--- src/rtl/rstcause_pkg.sv ---
package rstcause_pkg;
  localparam int NSRC   = 7;
  localparam int DATA_W = NSRC + 1;

  // Bit order matters: software decodes these positions.
  localparam int B_POR     = 7;
  localparam int B_PIN     = 6;
  localparam int B_WDOG    = 5;
  localparam int B_BADOP   = 4;
  localparam int B_BADADDR = 3;
  localparam int B_MON     = 2;
  localparam int B_LVI     = 1;

  // Packed so that field k lands on flag bit k+1.
  typedef struct packed {
    logic por;
    logic pin;
    logic wdog;
    logic badop;
    logic badaddr;
    logic mon;
    logic lvi;
  } src_t;
endpackage

--- src/rtl/rstcause_qual.sv ---
module rstcause_qual
  import rstcause_pkg::*;
#(
  parameter int VEC_W = 8
) (
  input  logic             src_por,
  input  logic             src_pin,
  input  logic             src_wdog,
  input  logic             src_badop,
  input  logic             src_badaddr,
  input  logic             fetch_op,
  input  logic             mon_chk,
  input  logic [VEC_W-1:0] vec_hi,
  input  logic [VEC_W-1:0] vec_lo,
  input  logic             irq_high,
  input  logic             src_lvi,
  output src_t             sets
);
  localparam logic [VEC_W-1:0] ERASED = '1;

  logic vec_blank;
  assign vec_blank = (vec_hi == ERASED) && (vec_lo == ERASED);

  always_comb begin
    sets.por     = src_por;
    sets.pin     = src_pin;
    sets.wdog    = src_wdog;
    sets.badop   = src_badop;
    sets.badaddr = src_badaddr && fetch_op;
    sets.mon     = mon_chk && vec_blank && irq_high;
    sets.lvi     = src_lvi;
  end
endmodule

--- src/rtl/rstcause_flags.sv ---
module rstcause_flags
  import rstcause_pkg::*;
(
  input  logic              clk,
  input  logic              rst,
  input  src_t              sets,
  input  logic              clr,
  output logic [DATA_W-1:0] flags
);
  logic [NSRC-1:0] set_vec;
  logic [NSRC-1:0] held;

  assign set_vec = sets;

  // The flags are deliberately left off rst, so the cause survives it.
  generate
    for (genvar b = 0; b < NSRC; b++) begin : g_flag
      if (b == NSRC - 1) begin : g_por
        always_ff @(posedge clk)
          held[b] <= set_vec[b] | (held[b] & ~clr);
      end else begin : g_other
        always_ff @(posedge clk)
          held[b] <= set_vec[b] | (held[b] & ~clr & ~sets.por);
      end
    end
  endgenerate

  assign flags = {held, 1'b0};

  // power-on leaves only its own bit plus bits pulsed in that same cycle
  a_r2_por_wipes: assert property (@(posedge clk) disable iff (rst)
    sets.por |=> (flags[B_POR] && ((flags & ~{$past(set_vec), 1'b0}) == '0)));

  // with no clear and no power-on, no flag falls
  a_r3_sticky: assert property (@(posedge clk) disable iff (rst)
    (!clr && !sets.por) |=> ((flags & $past(flags)) == $past(flags)));

  // a clear with no concurrent source empties the register
  a_r5_clear: assert property (@(posedge clk) disable iff (rst)
    (clr && set_vec == '0) |=> (flags == '0));

  // a source pulsed together with a clear still shows up afterwards
  a_r6_set_wins: assert property (@(posedge clk) disable iff (rst)
    (clr && sets.pin) |=> flags[B_PIN]);
endmodule

--- src/rtl/rstcause_bus.sv ---
module rstcause_bus #(
  parameter int              ADDR_W    = 16,
  parameter int              DATA_W    = 8,
  parameter logic [ADDR_W-1:0] BASE_ADDR = 16'hFE01
) (
  input  logic              clk,
  input  logic              rst,
  input  logic              rd_en,
  input  logic              wr_en,
  input  logic [ADDR_W-1:0] bus_addr,
  input  logic [DATA_W-1:0] flags,
  output logic              rd_hit,
  output logic              wr_hit,
  output logic [DATA_W-1:0] rd_data
);
  logic sel;
  assign sel    = (bus_addr == BASE_ADDR);
  assign rd_hit = rd_en && sel;
  assign wr_hit = wr_en && sel;

  always_ff @(posedge clk) begin
    if (rst)         rd_data <= '0;
    else if (rd_hit) rd_data <= flags;
    else             rd_data <= '0;
  end

  // a hit returns the flag value held in the hit cycle
  a_r5_read_value: assert property (@(posedge clk) disable iff (rst)
    rd_hit |=> (rd_data == $past(flags)));

  // the unimplemented bit never reads as 1
  a_r1_bit0_zero: assert property (@(posedge clk) disable iff (rst)
    rd_data[0] == 1'b0);

  // no hit means a zero result
  a_r7_miss_zero: assert property (@(posedge clk) disable iff (rst)
    !rd_hit |=> (rd_data == '0));
endmodule

--- src/rtl/rstcause_reg.sv ---
module rstcause_reg
  import rstcause_pkg::*;
#(
  parameter int              ADDR_W    = 16,
  parameter int              VEC_W     = 8,
  parameter logic [ADDR_W-1:0] BASE_ADDR = 16'hFE01
) (
  input  logic              clk,
  input  logic              rst,
  input  logic              src_por,
  input  logic              src_pin,
  input  logic              src_wdog,
  input  logic              src_badop,
  input  logic              src_badaddr,
  input  logic              fetch_op,
  input  logic              mon_chk,
  input  logic [VEC_W-1:0]  vec_hi,
  input  logic [VEC_W-1:0]  vec_lo,
  input  logic              irq_high,
  input  logic              src_lvi,
  input  logic              rd_en,
  input  logic              wr_en,
  input  logic [ADDR_W-1:0] bus_addr,
  input  logic [DATA_W-1:0] wr_data,
  output logic [DATA_W-1:0] rd_data
);
  src_t              sets;
  logic [DATA_W-1:0] flags;
  logic              rd_hit;
  logic              wr_hit;

  rstcause_qual #(.VEC_W(VEC_W)) u_qual (
    .src_por(src_por), .src_pin(src_pin), .src_wdog(src_wdog),
    .src_badop(src_badop), .src_badaddr(src_badaddr), .fetch_op(fetch_op),
    .mon_chk(mon_chk), .vec_hi(vec_hi), .vec_lo(vec_lo),
    .irq_high(irq_high), .src_lvi(src_lvi), .sets(sets)
  );

  rstcause_flags u_flags (
    .clk(clk), .rst(rst), .sets(sets), .clr(rd_hit), .flags(flags)
  );

  rstcause_bus #(.ADDR_W(ADDR_W), .DATA_W(DATA_W), .BASE_ADDR(BASE_ADDR)) u_bus (
    .clk(clk), .rst(rst), .rd_en(rd_en), .wr_en(wr_en), .bus_addr(bus_addr),
    .flags(flags), .rd_hit(rd_hit), .wr_hit(wr_hit), .rd_data(rd_data)
  );

  // a write with any data, and no read or source, leaves the flags alone
  a_r7_write_ignored: assert property (@(posedge clk) disable iff (rst)
    (wr_hit && (wr_data != '0) && !rd_hit && sets == '0) |=> $stable(flags));

  // a data access to an illegal address never raises bit 3
  a_r8_fetch_only: assert property (@(posedge clk) disable iff (rst)
    (src_badaddr && !fetch_op && !flags[B_BADADDR] && !src_por) |=> !flags[B_BADADDR]);
endmodule

--- config.mk ---
export PLATFORM = sky130hd
export DESIGN_NAME = rstcause_reg
export DESIGN_NICKNAME = d
export VERILOG_FILES = /design/src/rtl/rstcause_pkg.sv /design/src/rtl/rstcause_qual.sv /design/src/rtl/rstcause_flags.sv /design/src/rtl/rstcause_bus.sv /design/src/rtl/rstcause_reg.sv
export SDC_FILE = /design/constraint.sdc
export NUM_CORES = 1
export LEC_CHECK = 0
export BUFFER_PORTS_ARGS = -buffer_cell sky130_fd_sc_hd__clkbuf_2
export CORE_MARGIN = 2
export CORE_UTILIZATION = 33
export DETAILED_ROUTE_END_ITERATION = 7
export PLACE_DENSITY_LB_ADDON = 0.08
export SYNTH_ARGS = -nofsm -noshare
export SYNTH_HDL_FRONTEND = slang
export SYNTH_SLANG_ARGS = --single-unit
--- constraint.sdc ---
create_clock -name clk -period 2.5 [get_ports clk]
set_clock_uncertainty 0.15 [all_clocks]
set_input_delay 0.625 -clock clk [delete_from_list [all_inputs] [get_ports clk]]
set_output_delay 0.625 -clock clk [all_outputs]
set_load 0.01 [all_outputs]
==> Word-level counts from Yosys, hierarchy flattened <==
Cells that the tools add are included.
W data, S select, Z words.
{ "word_totals": {"register_bits": 15, "latchBits": 0, "ramBits": 0, "mem_bits_ro": 0, "inputBits": 53, "memories": 0} }
{ "classes": {"addsub": 0, "n_mul": 0, "div_mod_pow": 0, "order_cmp": 0, "n_eq_ne": 3, "shifts": 0, "muxes": 0, "n_bitwise": 22, "n_reduce_logical": 6} }
{ "ops": {"columns": ["operator", "n"], "rows": [
  ["$eq A16 B16 Y1 const B", 1],
  ["$eq A8 B8 Y1 const B", 2],
  ["$and A1 B1 Y1", 13],
  ["$or A1 B1 Y1", 7],
  ["$logic_and A1 B1 Y1", 5],
  ["$not A1 Y1", 2],
  ["$reduce_or A2 Y1", 1]
]} }

==> Depth between registers and ports, before layout <==
{ "logic_depth": {"word_depth": 6, "depth_mapped": 4, "ltp_nobuf": 4} }

==> Hierarchy <==
From an unflattened synthesis, not the netlist that was laid out.
{ "unflattened": {"cells_unflattened": 54, "hier_area_um2": 600.6} }
{ "modules_own_cells": {"columns": ["mod", "instances", "cells_per_inst", "area_per_inst_um2", "seq_area_each_um2"], "rows": [
  ["rstcause_bus", 1, 24, 292.8, 160.2],
  ["rstcause_flags", 1, 18, 219.0, 140.1],
  ["rstcause_qual", 1, 12, 88.8, 0.0]
]} }

==> Worst setup path after synthesis <==
OpenSTA, ideal clock, no wires.
{ "synth_timing": {"path_type": "in2reg", "startpoint": "input bus_addr[8]", "endpoint": "register u_flags.held[2], in the netlist u_flags.flags[3]", "setup_time_ns": 0.117, "arrival_time_ns": 1.436, "required_time_ns": 2.233, "setup_slack_ns": 0.797, "path_stages": 4, "path_cell_list": "nand4b_4 -> nor4_4 -> a31oi_1 -> a22o_1"} }
{ "synth_between": {"elab_chain_len": 6} }
{ "synth_lines": {"columns": ["item", "line_no", "source"], "rows": [
  ["from (decl)", "rstcause_reg.sv:23", "input logic [ADDR_W-1:0] bus_addr,"],
  ["$eq A16 B16 Y1", "rstcause_bus.sv:17", "assign sel = (bus_addr == BASE_ADDR);"],
  ["$logic_and A1 B1 Y1", "rstcause_bus.sv:18", "assign rd_hit = rd_en && sel;"],
  ["$not A1 Y1 (no source line)", null, null],
  ["$and A1 B1 Y1 (2 in a row)", "rstcause_flags.sv:23", "held[b] <= set_vec[b] | (held[b] & ~clr & ~sets.por);"],
  ["$or A1 B1 Y1", "rstcause_flags.sv:23", null],
  ["to (signal, indexed assignment)", "rstcause_flags.sv:23", null],
  ["to (decl)", "rstcause_flags.sv:11", "logic [NSRC-1:0] held;"]
]} }
No other way between the ends.
A chain may end at the register's enable or synchronous reset.

==> Worst setup path after layout <==
Ends and elaborated chain as after synthesis.

==> results by group <==
STA
  • Normalized max-slew margin: 0.611
  • FMAX: a little over 600 MHz
  • Final period util: 0.646
  • Fin. max-slew vios: 0
  • Hold Vio Cnt, Final: 0
  • Tightest Pin Transition: slightly below 0.6 ns
  • Final setup viols: 0
  • Fin crit period: between 1.5 and 2 ns
  • RSZ-0062 raised after global routing: false
  • TNS Setup: 0 ns

Power and ir drop
  • Clock network fraction of design power: 0.362
  • Switching part of the total: 0.207
  • Logic pwr share: 0.113
  • Cell area power density: between 500 and 600 nW/um^2
  • Cell Int Power: around 350 uW
  • Pwr Total: about 440 uW
  • Seq pwr share: 0.526
  • Pleak: roughly 0.00042 uW
  • VDD IR max: roughly 0.38 mV
  • Net Switching: slightly above 90 uW

Die
  • Die Ht: about 44 um
  • Core Footprint: approximately 1500 um^2
  • I/O pin count: 61
  • Initial core utilization: 0.347
  • DIE WIDTH: about 44 um
  • FP Rows: 14
  • Die area: between 1500 and 2000 um^2

Worst setup path
  • R2R Setup Slk: 1.70 ns
  • Critical Path Start: bus_addr[8]
  • CP Launch Type: primary input
  • CP endpoint: u_flags.flags[3]
  • CP arrival: between 1.5 and 2 ns
  • Worst r2r path cells: 1
  • CP Class: in2reg
  • CP bufs+invs: 1
  • CP top delay family: compound AO/OA/AOI/OAI gates
  • Cell chain of the critical path: clkbuf_2, nand4b_4, nor4_4, a31oi_1, a22o_1
  • Critical path capture point type: flop
  • FF-to-FF End: u_bus.rd_data[5]
  • CP max FO: 6
  • Crit path depth: 5
  • Start of the worst register-to-register path: u_flags.flags[5]
  • Worst path required time: roughly 2.5 ns
  • Largest stage delay, worst path: around 0.26 ns
  • Max stage delay cell, worst path: a31oi_1

Final layout
  • Number of inserted diodes: 0
  • Final net count: around 150
  • Final Instance Area: ~800 um^2
  • # fillers: between 150 and 200
  • Fraction of layout cells with a size suffix above 1: 0.588
  • P&R area growth vs syn: 57.9%
  • Core Util, Final: 0.548

Placement
  • Placed inst area: between 700 and 800 um^2
  • IO Port Bufs: 50
  • Placer Congestion: roughly 0.64
  • Post-DP HPWL: approximately 950 um

Hold path
  • HP Class: reg2reg

Clock tree
  • Worst-path clk slew: 0.08 ns
  • Setup repair bufs after CTS: 0
  • Cts hold-fix bufs: 0
  • H-tree depth: 1
  • CTS buffer count: 3
  • CTS tree: done
  • Clock tree buffer depth: 2
  • Root Buffer: clkbuf_4
  • PostCTS Resize Cnt: 0
  • Sink Count: 14
  • Clk_lat worst skew: around 0.27 ns

Logic synthesis
  • Mapped Avg Cell Area: roughly 12 um^2
  • Post-synthesis register bit count: 14
  • Most common cell in the netlist: dfxtp_1
  • Syn nets: 97
  • Syn Inst Count: 44
  • Mapped Area: 517 um^2
  • Yosys warns: 0
  • Post-synth EDFFs: 0
  • Async S/R FF share, synth: 0
  • Synth top area share: 0.542
  • Register area share after synthesis: 0.542
  • Leading area contributor after synthesis: dfxtp_1
  • Post-synth top cells: dfxtp_1, nor3b_1, a21o_1, nand4_1
  • Top cells by area, synth: dfxtp_1, nor3b_1, a21o_1
  • Ys flop type: dfxtp_1
  • Synth unique cells: 15

Outcome
  • Status: completed

Global route
  • First-pass GRT wire length: around 1800 um
  • Global Route Usage Sum: 0.130
  • Grt ovf: 0
  • Pin count of the biggest net entering global routing: 9
  • Initial antenna violation count: 0
  • Vias in the first global route: approximately 460

Detailed routing
  • Vias per inst: between 4 and 5
  • Drt drc: 0
  • Initial drt markers: 1
  • Drt pass-1 iters: 3
  • Routed len/inst: around 9.8 um
  • Final ANT Viol Nets: 0
  • DR vias: ~530
  • Routed WL: 1100 um

Run
  • Max-Cap Viols: 0
-- layout by cell type, fill, tap and decap left out --
cell type,instances
nand4b_4,1
nor3_1,2
nand2_1,2
conb_1,1
a22o_1,1
o2bb2ai_1,1
nor4_4,1
clkbuf_2,50
dfxtp_1,14
a21o_1,5
nand3_2,1
clkbuf_8,1
or4_1,1
a31oi_1,1
nor3b_1,7
clkbuf_4,3
nand4_1,5
-- area by class of cell --
type,instances,area [um^2],share of cell area
tap,16,20.0,0.0245
clock buffer,4,36.3,0.0445
sequential,14,280,0.344
multi-input combinational,29,229,0.281
timing repair buffer,50,250,0.307
-- flip-flops by register name (all words and copies together) (netlist names) --
signal / flops
u_bus.rd_data: 7
u_flags.flags: 7
-- power groups by stage --
stage	registers [uW]	logic [uW]	clock network [uW]
final	232	49.6	159
after detailed placement	237	50.1	0
after CTS	232	50.4	167
after floorplan	236	14.0	0
after global routing	233	55.2	179
after global placement	237	49.5	0
-- worst min-delay path by stage --
stage,start,end,slack (ns),cells past startpoint
floorplan,u_flags.flags[1],u_flags.flags[1],0.27,1
global placement,u_flags.flags[7],u_flags.flags[7],0.28,1
detailed placement,u_flags.flags[4],u_flags.flags[4],0.28,1
CTS,u_flags.flags[4],u_flags.flags[4],0.30,1
global route,u_flags.flags[1],u_flags.flags[1],0.33,1
finish,u_flags.flags[1],u_flags.flags[1],0.30,1
-- per-stage QoR --
| step | worst slack [ns] | hold slack, ns | cells |
|---|---|---|---|
| 5_1_grt | 0.845 | 0.325 | 113 |
| 2_1_floorplan | 0.797 | 0.268 | 44 |
| 6_report | 0.884 | 0.304 | 113 |
| 3_3_place_gp | 0.556 | 0.275 | 109 |
| 3_5_place_dp | 0.559 | 0.283 | 109 |
| 4_1_cts | 0.867 | 0.304 | 113 |
-- layer usage --
layer  up-vias  global-route usage  share of wire
met5         -                   0              0
met4         0              0.0364              0
met3         0              0.0750           0.17
met2        38               0.194           0.43
met1       216               0.160           0.39
li1        272                   -              -
-- cell families after synthesis --
logic type | after synthesis | synth area share
buffers and inverters | 1 | 0.0145
and+or+nand+nor | 20 | 0.317
other | 1 | 0.00726
DFF | 14 | 0.542
AOI/OAI and AO/OA | 8 | 0.119
Note: power is estimated with default switching activity, not from simulation.
